### src/rtl/hb_cell_pkg.sv
package hb_cell_pkg;

  localparam int unsigned HB_LANES = 3;

  typedef enum logic [1:0] {
    FN_BUF  = 2'd0,
    FN_AND2 = 2'd1,
    FN_XOR2 = 2'd2,
    FN_AO3  = 2'd3
  } hb_func_e;

  // number of lanes a function consumes
  function automatic int unsigned hb_used(hb_func_e f);
    case (f)
      FN_BUF:  return 1;
      FN_AND2: return 2;
      FN_XOR2: return 2;
      default: return 3;
    endcase
  endfunction

endpackage

### src/rtl/hb_complete.sv
module hb_complete
  import hb_cell_pkg::*;
#(
  parameter int unsigned USED = 3
) (
  input  logic [HB_LANES-1:0] in_t,
  input  logic [HB_LANES-1:0] in_f,
  output logic                all_valid,
  output logic                all_empty
);
  localparam logic [HB_LANES-1:0] MASK = HB_LANES'((1 << USED) - 1);

  logic [HB_LANES-1:0] lane_valid;
  logic [HB_LANES-1:0] lane_empty;

  for (genvar i = 0; i < HB_LANES; i++) begin : g_lane
    assign lane_valid[i] = in_t[i] ^ in_f[i];
    assign lane_empty[i] = ~(in_t[i] | in_f[i]);
  end

  // lanes outside the mask always count as both valid and empty
  assign all_valid = &(lane_valid | ~MASK);
  assign all_empty = &(lane_empty | ~MASK);
endmodule

### src/rtl/hb_rail_fn.sv
module hb_rail_fn
  import hb_cell_pkg::*;
#(
  parameter hb_func_e FUNC = FN_AO3
) (
  input  logic [HB_LANES-1:0] in_t,
  input  logic [HB_LANES-1:0] in_f,
  output logic                fn_t,
  output logic                fn_f
);
  logic buf_t, buf_f, and_t, and_f, xor_t, xor_f, ao_t, ao_f;

  always_comb begin
    buf_t = in_t[0];
    buf_f = in_f[0];
    and_t = in_t[0] & in_t[1];
    and_f = in_f[0] | in_f[1];
    xor_t = (in_t[0] & in_f[1]) | (in_f[0] & in_t[1]);
    xor_f = (in_t[0] & in_t[1]) | (in_f[0] & in_f[1]);
    ao_t  = (in_t[0] & in_t[1]) | in_t[2];
    ao_f  = (in_f[0] | in_f[1]) & in_f[2];
    case (FUNC)
      FN_BUF:  begin fn_t = buf_t; fn_f = buf_f; end
      FN_AND2: begin fn_t = and_t; fn_f = and_f; end
      FN_XOR2: begin fn_t = xor_t; fn_f = xor_f; end
      default: begin fn_t = ao_t;  fn_f = ao_f;  end
    endcase
  end
endmodule

### src/rtl/hb_cell.sv
module hb_cell
  import hb_cell_pkg::*;
#(
  parameter hb_func_e FUNC = FN_AO3
) (
  input  logic                clk,
  input  logic                rst,
  input  logic [HB_LANES-1:0] in_t,
  input  logic [HB_LANES-1:0] in_f,
  input  logic                rack,
  output logic                out_t,
  output logic                out_f,
  output logic                out_tn,
  output logic                out_fn,
  output logic                lack,
  output logic                lack_n
);
  localparam int unsigned USED = hb_used(FUNC);

  logic all_valid, all_empty;
  logic fn_t, fn_f;
  logic q_t, q_f;
  logic q_valid;

  hb_complete #(.USED(USED)) u_complete (
    .in_t      (in_t),
    .in_f      (in_f),
    .all_valid (all_valid),
    .all_empty (all_empty)
  );

  hb_rail_fn #(.FUNC(FUNC)) u_fn (
    .in_t (in_t),
    .in_f (in_f),
    .fn_t (fn_t),
    .fn_f (fn_f)
  );

  assign q_valid = q_t | q_f;

  always_ff @(posedge clk) begin
    if (rst) begin
      q_t <= 1'b0;
      q_f <= 1'b0;
    end else if (!q_valid && all_valid && !rack) begin
      q_t <= fn_t;
      q_f <= fn_f;
    end else if (q_valid && all_empty && rack) begin
      q_t <= 1'b0;
      q_f <= 1'b0;
    end
  end

  assign out_t  = q_t;
  assign out_f  = q_f;
  assign out_tn = ~q_t;
  assign out_fn = ~q_f;
  assign lack   = q_valid;
  assign lack_n = ~q_valid;

  AST_NO_ILLEGAL_OUT: assert property (@(posedge clk) disable iff (rst)
    !(out_t && out_f));

  AST_RESET_IDLE: assert property (@(posedge clk)
    $past(rst) |-> (!out_t && !out_f && !lack));

  AST_LOAD_GUARDED: assert property (@(posedge clk) disable iff (rst)
    $rose(lack) |-> $past(all_valid && !rack));

  AST_CLEAR_GUARDED: assert property (@(posedge clk) disable iff (rst)
    ($fell(lack) && !$past(rst)) |-> $past(all_empty && rack));

  AST_HOLD_VALUE: assert property (@(posedge clk) disable iff (rst)
    ($past(lack) && lack) |-> ($stable(out_t) && $stable(out_f)));

endmodule

### config.mk
export PLATFORM = sky130hd
export DESIGN_NAME = hb_cell
export DESIGN_NICKNAME = d
export VERILOG_FILES = /design/src/rtl/hb_cell_pkg.sv /design/src/rtl/hb_complete.sv /design/src/rtl/hb_rail_fn.sv /design/src/rtl/hb_cell.sv
export SDC_FILE = /design/constraint.sdc
export NUM_CORES = 1
export LEC_CHECK = 0
export ABC_AREA = 1
export BUFFER_PORTS_ARGS = -buffer_cell sky130_fd_sc_hd__buf_2
export CAP_MARGIN = 25
export CORE_AREA = 10 10 47 49
export CTS_CLUSTER_SIZE = 24
export DETAILED_ROUTE_END_ITERATION = 7
export DIE_AREA = 0 0 57 59
export MAX_ROUTING_LAYER = met4
export PLACE_DENSITY = 0.39
export SYNTH_ARGS = -nofsm -noshare
export SYNTH_HDL_FRONTEND = slang
export SYNTH_SLANG_ARGS = --single-unit
### constraint.sdc
create_clock -name clk -period 1 [get_ports clk]
set_clock_uncertainty 0.2 [all_clocks]
set_input_delay 0.05 -clock clk [delete_from_list [all_inputs] [get_ports clk]]
set_output_delay 0.05 -clock clk [all_outputs]
set_load 0.1 [all_outputs]
After elaboration in Yosys (flattened, before gate mapping)
Cells that the tools add are included.

Register bits after elaboration: 2. Word-level logic and storage cells: 31.

Mux-type cells: 3. Bitwise gates (word level): 17. Reductions and logical operators: 9.

Operators by type and width (number): 1-bit NOT (6); 1-bit OR (6); 3-bit AND reduction (2); 1-bit logical AND (4); 1-bit two-way mux (3); 1-bit XOR (3); 1-bit bitwise AND (2); 1-bit zero test (2); 2-bit nonzero test (1).

Depth between registers and ports, before layout
Gate-level depths: netlist (run 1).

Depth after elaboration: 7. Depth in mapped cells: 7. Gate-level depth less buffers: 7.

By module
From an unflattened synthesis (run 1), not the netlist that was laid out.

Cells, all modules: 36. Area total of the unflattened synthesis: 209.0 um^2.

By module, submodules not included: hb_cell (times used 1, cells an instance 15, area an instance 98.8 um^2, seq. area each 40.0 um^2); hb_complete (times used 1, cells an instance 15, area an instance 87.6 um^2, seq. area each 0.0 um^2); hb_rail_fn (times used 1, cells an instance 6, area an instance 22.5 um^2, seq. area each 0.0 um^2).

Worst setup path after synthesis (run 1)
No wires, ideal clock.

Kind: register -> register. From: register q_t (netlist: out_t). To: register q_f (netlist: out_f). Arrival: 2626 ps. Setup slack: -1897 ps. Cell stages (with the launch flop): 6. Period minus slack after synthesis: 2897 ps. Cell sequence: dfxtp_1 > nor2_2 > inv_2 > nand2_2 > nand3_1 > a21oi_1.

Word-level cells in the longest chain between the ends: 5. Elaborated cells between the ends (all ways): 8. Those cells by class: 1 x mux; 1 x bitwise; 6 x reduce/logical.

RTL lines: from (decl) (line hb_cell.sv:22) `logic q_t, q_f;`; from (signal assigned) (line hb_cell.sv:46) `q_t <= fn_t;`; 1-bit OR (*) (line hb_cell.sv:39) `assign q_valid = q_t | q_f;`; net lack (line hb_cell.sv:15) `output logic lack,`; 1-bit zero test (line hb_cell.sv:45) `end else if (!q_valid && all_valid && !rack) begin`; 1-bit logical AND (2 in a row) (line hb_cell.sv:45); 1-bit two-way mux / 2-bit nonzero test (equally long branches); to (signal assigned) (line hb_cell.sv:47) `q_f <= fn_f;`; to (decl) (line hb_cell.sv:22).

Mark *: on every way through the listed nets, which the timed path passes. The rest lies on a longest branch. A chain may end at the register's enable or synchronous reset.

Worst setup path after layout (run 1)
From: register q_t (netlist: out_t). To: output lack_n.

Word-level cells in the longest chain between the ends: 2.

RTL lines: 1-bit OR (line hb_cell.sv:39); 1-bit NOT (line hb_cell.sv:59) `assign lack_n = ~q_valid;`; to (decl) (line hb_cell.sv:16) `output logic lack_n`.

No other way between the ends.

==> results.yml, run 1 <==
timing:
  hold_viol: 2
  timing.fmax_mhz: 797.2
  slew_viol_final: 0
  setup_slack_ns: -0.2545
  period_minus_slack_ns: 1.254
  tightest_slew_ns: 0.1885
  rsz0062_at_grt: "yes"
  holdWs_ns: -0.03914
  max_slew_margin_pct: 87.39
  fin_crit_sh_pct: 125.4
  setup_viol: 8
global_route:
  grt_pass1_wl_microns: 1179
  grt_start_max_net_pins: 4
  grt_usage_pct: 4.338
  grt_overflow: 0
  grt_pass1_vias: 318
  antenna_found_initial: 0
synth:
  synth_top_area_share_pct: 19.75
  synth_cells: 34
  synth_nets: 46
  synth_edf_count: 0
  synth.cell_area_sq_um: 202.7
  async_flop_share_pct: 0
  synthSimpleGateAreaFrac_pct: 36.42
  synthMuxAreaShare_pct: 0
  yosysSeqAreaShare_pct: 19.75
  synth_compound_area_share_pct: 4.938
  avgSynthCellArea_sq_um: 5.962
  synth_area_leaders: "dfxtp_1 (20%), ha_1 (19%), inv_1 (19%)"
  yosys.area.top_type: "dfxtp_1"
  synth-seq-cells: 2
  yosysMostFrequentCell: "inv_1"
  synth_top_family_by_area: "simple AND/OR/NAND/NOR gates"
  yosysUniqueCellTypes: 11
  synth-adder-area-share_pct: 18.52
  synth_xor_area_share_pct: 0
  ys.warnings.count: 0
  ys_top_cells_by_count: "inv_1 (10), nand2_1 (5), nor2_1 (4)"
  synth_ff_type: "dfxtp_1"
place:
  preCtsSetupSlack_ns: -0.2276
  dpl.hpwl_microns: 603.1
  gp_congestion: 0.7168
  portBuffers: 14
  placed_area_sq_um: 447.9
cells_and_area:
  final_area_sq_um: 521.8
  post_route_cells_drive_above_1_share_pct: 54.10
  area_growth_pct: 157.4
  antenna_cells: 0
  layout.nets: 75
power:
  total_power_uw: 480.4
  switching_share_pct: 36.08
  p_comb_share_pct: 45.9
  ir_worst_vdd_mv: 0.4377
  leakage_nw: 0.2786
  power_frac_seq_pct: 17.1
  p_int_uw: 307.0
  power.density_nw_per_um2: 920.7
  p_sw_uw: 173.3
  power.share.clock_pct: 36.9
setup_path:
  end_kind: "output port"
  path_max_fanout: 3
  rrSetupSlack_ns: -0.16
  reg2reg_to: "out_t"
  startpoint_type: "flip-flop"
  path_class: "reg -> out"
  rr_worst_depth: 5
  critPathArrivalTime_ns: 1.00
  r2r_start: "out_t"
  required_ns: 0.75
detailed_routing:
  vias: 285
  viasPerCell: 3.701
  drc: 0
  first_pass_iters: 2
  drtIter0Drc: 3
  drtAntennaViolNets: 0
  routed_wl_microns: 675
  drt-wirelength-per-cell_microns: 8.766
clock_network:
  hold_buffers: 1
  cts_made_buffers: 3
  clock_path_buffers: 2
  cts_tree: "yes"
  clk_pin_slew_worst_paths_ns: 0.03
  cts_sinks: 2
  cts_root_buf: "clkbuf_4"
  worstSkewPairLatency_ns: 0.22
  htreeDepth: 1
min_path:
  hold_depth: 4
  min-delay-start: "rack"
  min_to: "out_t"
  hp-class: "in -> reg"
status:
  status: "finished with violations"
  violations: "negative hold slack, negative setup slack"
floorplan:
  die_h_microns: 59
  fp.dieW_microns: 57
  die_area_sq_um: 3363
  core-area_sq_um: 1401
  initial_core_util_pct: 14.46
  num_rows: 14
  ios: 15
job:
  max-cap-violations: 0
## sequential cells by signal, summed over array words and instances, names as in the netlist
name   count
out_f      1
out_t      1
## through the flow
| step | utilization (%) | TNS [ns] | cells |
|---|---|---|---|
| after floorplan | - | -3.142 | 34 |
| after global placement | 31.96 | -0.4727 | 70 |
| after detailed placement | 31.96 | -0.5700 | 70 |
| after CTS | 36.70 | -1.488 | 76 |
| after global routing | 37.23 | -1.814 | 77 |
| final | 37.23 | -1.418 | 77 |
## power by group through the flow
stage	Clock, mW	Sequential [mW]	Combinational, mW
global placement	0	0.0830	0.202
CTS	0.188	0.0823	0.222
detailed placement	0	0.0831	0.203
floorplan	0	0.102	0.0962
global route	0.209	0.0823	0.236
finish	0.177	0.0823	0.221
## cells by family after synthesis
family | count (synthesis)
simple gates | 16
buf+inv | 11
flops | 2
compound gates | 2
fa+ha+maj | 3
## metal layers
layer	global-route usage, %	up-vias	wire length [microns]
met5	-	-	0
met4	2.013	0	0
met3	2.361	0	46
met2	7.442	9	394
met1	3.882	117	234
li1	-	159	-
## worst max path at each step
stage            start  slack (ns)      to  cells after the start
6_report         out_t       -0.25  lack_n                      3
5_1_grt          out_t       -0.30  lack_n                      3
4_1_cts          out_t       -0.26  lack_n                      3
3_5_place_dp   in_t[2]       -0.23   out_f                      8
3_3_place_gp   in_t[2]       -0.18   out_f                      8
2_1_floorplan    out_f       -0.83   out_f                      5
## worst max-delay path, stage by stage, from the launching register on
cell	delay, ns
dfxtp_4	0.34
nor2_4	0.14
buf_4	0.14
buf_12	0.16
## layout make-up
cell class                      count  area, sq um
Tap cell                           16        20.02
Inverter                           11        51.30
Timing Repair Buffer               24        254.0
Multi-Input combinational cell     21        126.4
Fill cell                         156        879.6
Clock buffer                        3        22.52
Sequential cell                     2        47.55
## cell usage in the layout, fill, tap and decap left out
master / synthesis / final
buf_12: 0 / 7
buf_6: 0 / 1
a21oi_1: 2 / 2
nand3_1: 3 / 3
inv_4: 0 / 1
buf_4: 0 / 7
inv_1: 10 / 8
clkbuf_4: 0 / 3
nand2_2: 1 / 1
nand4_1: 2 / 2
nor2_4: 0 / 1
inv_2: 1 / 1
buf_2: 0 / 8
ha_1: 3 / 3
dlygate4sd3_1: 0 / 1
nand2_1: 5 / 5
inv_8: 0 / 1
nor2_1: 4 / 4
dfxtp_4: 0 / 2
## timing repair
action / in CTS / in global routing
cloned: 0 / 0
pin swaps: 1 / 0
buffers inserted: 2 / 1
resized for setup: 4 / 0
endpoints found under the setup margin: 8 / 8
hold endpoints to repair: 2 / 2
Note: power is estimated with default switching activity, not from simulation.
==> run 2: changes to the inputs <==
--- a/config.mk
+++ b/config.mk
@@ -6,7 +6,7 @@
 export NUM_CORES = 1
 export LEC_CHECK = 0
 export ABC_AREA = 1
-export BUFFER_PORTS_ARGS = -buffer_cell sky130_fd_sc_hd__buf_2
+export BUFFER_PORTS_ARGS = -buffer_cell sky130_fd_sc_hd__clkbuf_2
 export CAP_MARGIN = 25
 export CORE_AREA = 10 10 47 49
 export CTS_CLUSTER_SIZE = 24
@@ -14,6 +14,8 @@
 export DIE_AREA = 0 0 57 59
 export MAX_ROUTING_LAYER = met4
 export PLACE_DENSITY = 0.39
+export SETUP_SLACK_MARGIN = 0.3
+export SLEW_MARGIN = 20
 export SYNTH_ARGS = -nofsm -noshare
 export SYNTH_HDL_FRONTEND = slang
 export SYNTH_SLANG_ARGS = --single-unit
==> run 2 against run 1 <==
The run still ends with negative hold slack, negative setup slack left. Register-to-register slack hardly changed. Worst setup slack better by 0.0032 ns. Worst hold slack got worse by 0.16 ns. Global-route usage shrank 0.18 points. Power shrank 1.9%. Critical path depth did not move. Sequential share of layout area grew 0.066 points. Non-clock buffer count decreased by 1. Final area fell by 0.72%. Utilization shrank 0.27 points. Wire length fell by 5.6%.
==> results.yml, run 2 (same netlist as run 1, synthesis figures left out) <==
status:
  status: "finished with violations"
  violations: "negative hold slack, negative setup slack"
global_route:
  use_met2_pct: 6.822
  met1_usage_pct: 4.000
  grt_overflow: 0
  grt.busiest_layer: "met2"
  antenna_found_initial: 0
  grt_pass1_vias: 275
  grt_pass1_wl_microns: 1104
  grtUsageMet3_pct: 1.502
  grt_usage_pct: 4.161
  grt_start_max_net_pins: 4
timing:
  max_slew_margin_pct: 87.43
  holdWs_ns: -0.1968
  period_minus_slack_ns: 1.251
  fin_crit_sh_pct: 125.1
  setup_viol: 8
  setup_slack_ns: -0.2512
  slew_viol_final: 0
  tns_ns: -1.322
  hold_viol: 2
  timing.fmax_mhz: 799.2
  tightest_slew_ns: 0.1878
  rsz0062_at_grt: "yes"
cells_and_area:
  antenna_cells: 0
  layout.nets: 74
  num-fill-cells: 167
  register_area_sq_um: 47.55
  final_cell_mix: "inv_1 (8), clkbuf_2 (8), buf_12 (7)"
  area_growth_pct: 155.6
  layout.cells.non_filler: 76
  post_route_cells_drive_above_1_share_pct: 55.00
  multi_input_area_sq_um: 126.4
clock_network:
  cts_made_buffers: 3
  clock_path_buffers: 2
  cts_root_buf: "clkbuf_4"
  clk_pin_slew_worst_paths_ns: 0.03
  cts_sinks: 2
  worstSkewPairLatency_ns: 0.22
  htreeDepth: 1
  cts_tree: "yes"
setup_path:
  path_class: "reg -> out"
  end_kind: "output port"
  rr_worst_depth: 5
  r2r_start: "out_f"
  startpoint_type: "flip-flop"
  path_max_fanout: 3
  rrSetupSlack_ns: -0.17
  reg2reg_to: "out_t"
  required_ns: 0.75
  critPathArrivalTime_ns: 1.00
min_path:
  hold_depth: 2
  hp-class: "in -> reg"
  min-delay-start: "rst"
  min_to: "out_t"
place:
  post-place-cells: 69
  preCtsSetupSlack_ns: -0.2136
  gp_congestion: 0.7054
  portBuffers: 14
  dpl.hpwl_microns: 582.1
detailed_routing:
  viasPerCell: 3.987
  drtIter0Drc: 2
  routed_wl_microns: 637
  vias: 303
  drc: 0
  first_pass_iters: 4
  drtAntennaViolNets: 0
  drt-wirelength-per-cell_microns: 8.382
floorplan:
  die_area_sq_um: 3363
  ios: 15
  initial_core_util_pct: 14.46
  fp.dieW_microns: 57
  die_h_microns: 59
  core-area_sq_um: 1401
  num_rows: 14
power:
  ir_worst_vdd_mv: 0.5286
  power.density_nw_per_um2: 909.7
  leakage_nw: 0.2784
  total_power_uw: 471.2
job:
  max-cap-violations: 0
==> run 2: final cells by class <==
type / instances / area share, %
Multi-Input combinational cell: 21 / 24.40
Sequential cell: 2 / 9.179
Clock buffer: 3 / 4.348
Inverter: 11 / 10.39
Timing Repair Buffer: 23 / 47.83
Tap cell: 16 / 3.865
==> run 2: report_power, final <==
group	total, mW	internal (mW)	switching (mW)
combinational	0.219	0.0935	0.125
clock	0.170	0.132	0.0387
sequential	0.0822	0.0795	0.00277
==> run 2: worst max-delay path: stages (launching register included) <==
cell	delay [ns]
dfxtp_4	0.34
nor2_4	0.14
buf_4	0.14
buf_12	0.16
==> run 2: metal layers <==
| metal | share of wire, % | vias up |
|---|---|---|
| li1 | - | 159 |
| met1 | 34 | 130 |
| met2 | 61 | 12 |
| met3 | 3.9 | 2 |
| met4 | 0.47 | 0 |
| met5 | 0 | - |
==> run 2: how the worst max path moves through the flow <==
stage                  from      to  slack [ns]  depth (start not counted)
global placement    in_t[2]   out_t       -0.22                          8
floorplan             out_f   out_f       -0.83                          5
detailed placement  in_t[2]   out_t       -0.21                          8
finish                out_f  lack_n       -0.25                          3
CTS                   out_t  lack_n       -0.27                          3
global route          out_f    lack       -0.30                          4
==> run 2: timing repair <==
action,CTS,global route
pin swaps,1,1
buffers inserted,2,2
endpoints found under the hold margin,2,2
resized for setup,4,2
endpoints found under the setup margin,8,8
==> run 2: stage by stage <==
step	instance area [sq um]	utilization, %
after CTS	496.7	35.45
after global placement	440.4	31.43
after global routing	518.0	36.96
after detailed placement	440.4	31.43
after floorplan	222.7	-
final	518.0	36.96
